$ cat config.mk
export PLATFORM = sky130hd
export DESIGN_NAME = cycle_timer
export DESIGN_NICKNAME = d
export VERILOG_FILES = /design/src/rtl/cycle_timer_pkg.sv /design/src/rtl/cycle_timer_stage.sv /design/src/rtl/cycle_timer.sv
export SDC_FILE = /design/constraint.sdc
export NUM_CORES = 1
export LEC_CHECK = 0
export BUFFER_PORTS_ARGS = -buffer_cell sky130_fd_sc_hd__buf_4
export CORE_ASPECT_RATIO = 1.4
export CORE_MARGIN = 1.5
export CORE_UTILIZATION = 35
export DETAILED_ROUTE_END_ITERATION = 10
export GPL_TIMING_DRIVEN = 0
export SLEW_MARGIN = 0
export SYNTH_ARGS = -nofsm -noshare
export SYNTH_HDL_FRONTEND = slang
export SYNTH_SLANG_ARGS = --single-unit
$ cat constraint.sdc
create_clock -name clk -period 2.9 [get_ports clk]
set_input_delay 0.29 -clock clk [delete_from_list [all_inputs] [get_ports clk]]
set_output_delay 0.29 -clock clk [all_outputs]
set_load 0.02 [all_outputs]
$ cat src/rtl/cycle_timer_pkg.sv
package cycle_timer_pkg;
  localparam int OFS_W_DEF   = 12;
  localparam int CNT_W_DEF   = 13;
  localparam int SEC_W_DEF   = 7;
  localparam int OFS_MOD_DEF = 3072;
  localparam int CNT_MOD_DEF = 8000;
  localparam int SEC_MOD_DEF = 128;

  typedef enum logic [1:0] {
    SRC_HOLD = 2'd0,
    SRC_RUN  = 2'd1,
    SRC_RX   = 2'd2,
    SRC_SW   = 2'd3
  } time_src_e;

  function automatic time_src_e pick_src(input logic sw_wr, input logic rx_v,
                                         input logic master, input logic en);
    if (sw_wr)              return SRC_SW;
    else if (rx_v && !master) return SRC_RX;
    else if (en)            return SRC_RUN;
    else                    return SRC_HOLD;
  endfunction
endpackage

$ cat src/rtl/cycle_timer_stage.sv
module cycle_timer_stage #(
  parameter int W   = 12,
  parameter int MOD = 3072
) (
  input  logic         clk,
  input  logic         rst_n,
  input  logic         load,
  input  logic [W-1:0] load_val,
  input  logic         step,
  output logic [W-1:0] cnt,
  output logic         carry
);
  localparam logic [W-1:0] LAST = W'(MOD - 1);

  function automatic logic [W-1:0] f_adv(input logic [W-1:0] v);
    return (v >= LAST) ? '0 : v + 1'b1;
  endfunction

  assign carry = step && (cnt >= LAST);

  always_ff @(posedge clk) begin
    if (!rst_n)     cnt <= '0;
    else if (load)  cnt <= load_val;
    else if (step)  cnt <= f_adv(cnt);
  end

  p_step_r2: assert property (@(posedge clk) disable iff (!rst_n)
    (step && !load && cnt < LAST) |=> cnt == $past(cnt) + 1'b1);
  p_wrap_r3: assert property (@(posedge clk) disable iff (!rst_n)
    (carry && !load) |=> cnt == '0);
  p_idle_r5: assert property (@(posedge clk) disable iff (!rst_n)
    (!step && !load) |=> $stable(cnt));
endmodule

$ cat src/rtl/cycle_timer.sv
module cycle_timer
  import cycle_timer_pkg::*;
#(
  parameter int OFS_W   = OFS_W_DEF,
  parameter int CNT_W   = CNT_W_DEF,
  parameter int SEC_W   = SEC_W_DEF,
  parameter int OFS_MOD = OFS_MOD_DEF,
  parameter int CNT_MOD = CNT_MOD_DEF,
  parameter int SEC_MOD = SEC_MOD_DEF
) (
  input  logic                         clk,
  input  logic                         rst_n,
  input  logic                         tmr_en,
  input  logic                         is_master,
  input  logic                         rx_cs_valid,
  input  logic [OFS_W+CNT_W+SEC_W-1:0] rx_cs_data,
  input  logic                         sw_wr,
  input  logic [OFS_W+CNT_W+SEC_W-1:0] sw_wdata,
  output logic [OFS_W+CNT_W+SEC_W-1:0] time_q,
  output logic                         cs_req
);
  localparam int TW      = OFS_W + CNT_W + SEC_W;
  localparam int CNT_LSB = OFS_W;
  localparam int SEC_LSB = OFS_W + CNT_W;

  time_src_e        src;
  logic             any_load;
  logic [TW-1:0]    load_word;
  logic             run_step;
  logic [OFS_W-1:0] ofs;
  logic [CNT_W-1:0] cyc;
  logic [SEC_W-1:0] sec;
  logic             ofs_carry, cyc_carry, sec_carry;
  logic             boundary;

  assign src       = pick_src(sw_wr, rx_cs_valid, is_master, tmr_en);
  assign any_load  = (src == SRC_SW) || (src == SRC_RX);
  assign load_word = (src == SRC_SW) ? sw_wdata : rx_cs_data;
  assign run_step  = (src == SRC_RUN);

  cycle_timer_stage #(.W(OFS_W), .MOD(OFS_MOD)) u_ofs (
    .clk(clk), .rst_n(rst_n), .load(any_load),
    .load_val(load_word[OFS_W-1:0]), .step(run_step),
    .cnt(ofs), .carry(ofs_carry));

  cycle_timer_stage #(.W(CNT_W), .MOD(CNT_MOD)) u_cyc (
    .clk(clk), .rst_n(rst_n), .load(any_load),
    .load_val(load_word[SEC_LSB-1:CNT_LSB]), .step(ofs_carry),
    .cnt(cyc), .carry(cyc_carry));

  cycle_timer_stage #(.W(SEC_W), .MOD(SEC_MOD)) u_sec (
    .clk(clk), .rst_n(rst_n), .load(any_load),
    .load_val(load_word[TW-1:SEC_LSB]), .step(cyc_carry),
    .cnt(sec), .carry(sec_carry));

  assign time_q   = {sec, cyc, ofs};
  assign boundary = is_master && ofs_carry;

  always_ff @(posedge clk) begin
    if (!rst_n) cs_req <= 1'b0;
    else        cs_req <= boundary;
  end

  p_sw_load_r8: assert property (@(posedge clk) disable iff (!rst_n)
    sw_wr |=> time_q == $past(sw_wdata));
  p_rx_load_r6: assert property (@(posedge clk) disable iff (!rst_n)
    (rx_cs_valid && !is_master && !sw_wr) |=> time_q == $past(rx_cs_data));
  p_hold_r5: assert property (@(posedge clk) disable iff (!rst_n)
    (!tmr_en && !sw_wr && !(rx_cs_valid && !is_master)) |=> ($stable(time_q) && !cs_req));
  p_req_role_r9: assert property (@(posedge clk) disable iff (!rst_n)
    !is_master |=> !cs_req);
  p_req_zero_r9: assert property (@(posedge clk) disable iff (!rst_n)
    cs_req |-> time_q[OFS_W-1:0] == '0);
  p_req_pulse_r9: assert property (@(posedge clk) disable iff (!rst_n)
    cs_req |=> !cs_req);
  p_sec_seen_r4: assert property (@(posedge clk) disable iff (!rst_n)
    (sec_carry && !any_load) |=> time_q == '0);
endmodule

==> metrics <==
status finished clean; Synth Flop Type dfxtp_1; worst hold slack 0.235 ns; Final Hold Viols 0; Max Clk Rate 487 MHz; CTS tree done; HPWL after DPL 6.83 mm; final-layout fill cell count 692; GR Util All Layers 25.5%; Syn Std Cell Area 2420 um2; count of input and output buffers 101; clk_lat worst skew 0.30 ns; Sink Count 33; die width 73.2 um; Final Skew 0.0130 ns; max-cap viol count 0; Final Slew Violations 0; worst vdd ir 194 uV; measured slew at the worst slew-check pin 0.644 ns; Clock transition at path regs 0.07 ns; hold_buf cts 0; initial DRC count 196; I/O pin count 103; sequential area share after synthesis 27.3%; Syn Nets 397; CP endpoint kind flop; Vias/cell 5.67; Tmin final 2.05 ns; antenna cells 0; Synth async-reset ratio 0%; pin count of the biggest net entering global routing 11; residual DRC count 0; Worst slew margin 56.5%; Core Footprint 6610 um2; final setup violation count 0; CP Launch Type flop; gr ovfl total 0; WP data arrival 2.21 ns; worst setup path class reg2reg; Area Growth Syn to Fin 41.0%; CTS resizes 0; WP data required 3.06 ns; GP Congestion 0.829; most used cell, CP a21oi_1; RSZ-0062 raised after global routing no; drt pass-1 iters 5; Crit Path Max Fanout 10; Final TNS setup 0 ns; Yosys warnings 0; Die Y 101 um; Syn Area/Cell 7.46 um2; Initial Util 36.5%; crit-path cells ha_1, a21oi_1, o21ai_1, clkbuf_1, a21boi_0, o211ai_1, a21oi_1; worst path bufs/invs 1; Mapped Cells 324; share of cells above drive strength 1 29.6%; Root Buffer clkbuf_8; P_leak 1.42 nW; Cell Rows 35; post-route antenna net violation count 0; Worst path max stage delay 0.42 ns; final wirelength 9.13 mm; synth unique cells 61; vias 2977; antenna violations before repair 0; CTS max path bufs 2; htree depth 2; fin nets 505; routed wire length per instance 17.4 um; Synth Register Bits 33; commonest non-fill, non-tap cell in the layout buf_4; vias in the first global route 2915; CP top delay family compound AO/OA/AOI/OAI gates; most frequent cells in the layout buf_4 (102), nand2_1 (41), a21oi_1 (35); first-pass GRT wire length 14.6 mm; final worst-path cycle share 70.8%; Post-CTS Setup Inserts 0; Worst Hold Class in2reg; EDFF count, synth 0; Slowest-stage cell, CP dfxtp_1; power density cells 399 nW/um2; Num CTS Buffers 5; Die ar. 7420 um2
==> synth_stat cells (3+ instances only) <==
cell type	number	share of area (%)
a211oi_1	3	0.93
a21oi_1	35	7.3
a221oi_1	4	1.4
a221oi_2	5	3.1
a31oi_1	11	2.8
a32oi_1	3	1.1
and2_1	4	1.0
and3_1	20	5.2
and4_1	3	1.1
and4b_1	3	1.2
buf_2	6	1.2
clkbuf_1	15	2.3
dfxtp_1	33	27
ha_1	3	1.6
inv_1	10	1.6
nand2_1	41	6.4
nand3_1	9	1.9
nand4_1	4	1.0
nor2_1	18	2.8
nor3_1	5	1.0
nor3b_1	3	0.93
nor4_1	3	0.78
o211ai_1	7	2.2
o21ai_0	26	5.4
o311ai_0	5	1.8
xnor2_1	5	1.8
==> worst register-to-register path, cell delays in order, from the launching register on <==
cell	delay [ns]
dfxtp_1	0.42
ha_1	0.25
a21oi_1	0.07
o21ai_1	0.30
clkbuf_1	0.40
a21boi_0	0.16
o211ai_1	0.23
a21oi_1	0.09
==> final cells by class <==
| type | instances | area, um2 | area share (%) |
|---|---|---|---|
| buffer | 23 | 97.6 | 2.87 |
| timing repair buffer | 101 | 758 | 22.3 |
| inverter | 10 | 37.5 | 1.10 |
| tap | 92 | 115 | 3.38 |
| sequential | 33 | 661 | 19.4 |
| multi-input combinational | 258 | 1620 | 47.6 |
| clock inverter | 1 | 30.0 | 0.882 |
| clock buffer | 7 | 86.3 | 2.53 |
==> path summary, 6_finish.rpt <==
check                                               start                        end  slack [ns]  cells after the start
worst max-delay path            u_cyc.cnt[0]$_SDFFE_PN0P_  u_cyc.cnt[4]$_SDFFE_PN0P_        0.85                      7
worst min-delay path                          sw_wdata[3]  u_ofs.cnt[3]$_SDFFE_PN0P_        0.23                      3
worst max register to register  u_cyc.cnt[0]$_SDFFE_PN0P_  u_cyc.cnt[4]$_SDFFE_PN0P_        0.85                      7
worst min register to register  u_sec.cnt[5]$_SDFFE_PN0P_  u_sec.cnt[5]$_SDFFE_PN0P_        0.55                      2
==> per-layer routing <==
metal | GRT usage (%) | share of wire (%) | up-vias
li1 | - | - | 1462
met1 | 30.6 | 40 | 1385
met2 | 44.8 | 53 | 114
met3 | 3.68 | 5.3 | 16
met4 | 10.2 | 2.1 | 0
met5 | 0 | 0 | -
==> report_power, final <==
group | switching [mW] | internal [mW]
combinational | 0.191 | 0.166
sequential | 0.0488 | 0.485
clock | 0.187 | 0.281
total | 0.427 | 0.931
==> flip-flops by register name (all words and copies together) (netlist names) <==
register / cells
cs_req: 1
u_cyc.cnt: 13
u_ofs.cnt: 12
u_sec.cnt: 7
==> cells by family (layout without fill, tap and decap cells) <==
| kind of cell | count (synthesis) | in the layout | share of synthesized area [%] |
|---|---|---|---|
| AND/OR/NAND/NOR | 122 | 122 | 26.6 |
| flip-flops | 33 | 33 | 27.3 |
| AO/OA/AOI/OAI | 127 | 127 | 36.8 |
| XOR/XNOR | 6 | 6 | 2.18 |
| adder cells (fa/ha/maj) | 3 | 3 | 1.55 |
| buffers and inverters | 33 | 142 | 5.59 |
==> per-stage QoR <==
step / util, % / area (um2) / instances / setup WS (ns) / power [mW]
2_1_floorplan: - / 2420 / 324 / 0.990 / 0.717
3_3_place_gp: 49.7 / 3290 / 517 / 0.742 / 0.895
3_5_place_dp: 49.7 / 3290 / 517 / 0.732 / 0.899
4_1_cts: 51.5 / 3410 / 525 / 0.851 / 1.36
5_1_grt: 51.5 / 3410 / 525 / 0.687 / 1.41
6_report: 51.5 / 3410 / 525 / 0.845 / 1.36
Note: power is estimated with default switching activity, not from simulation.
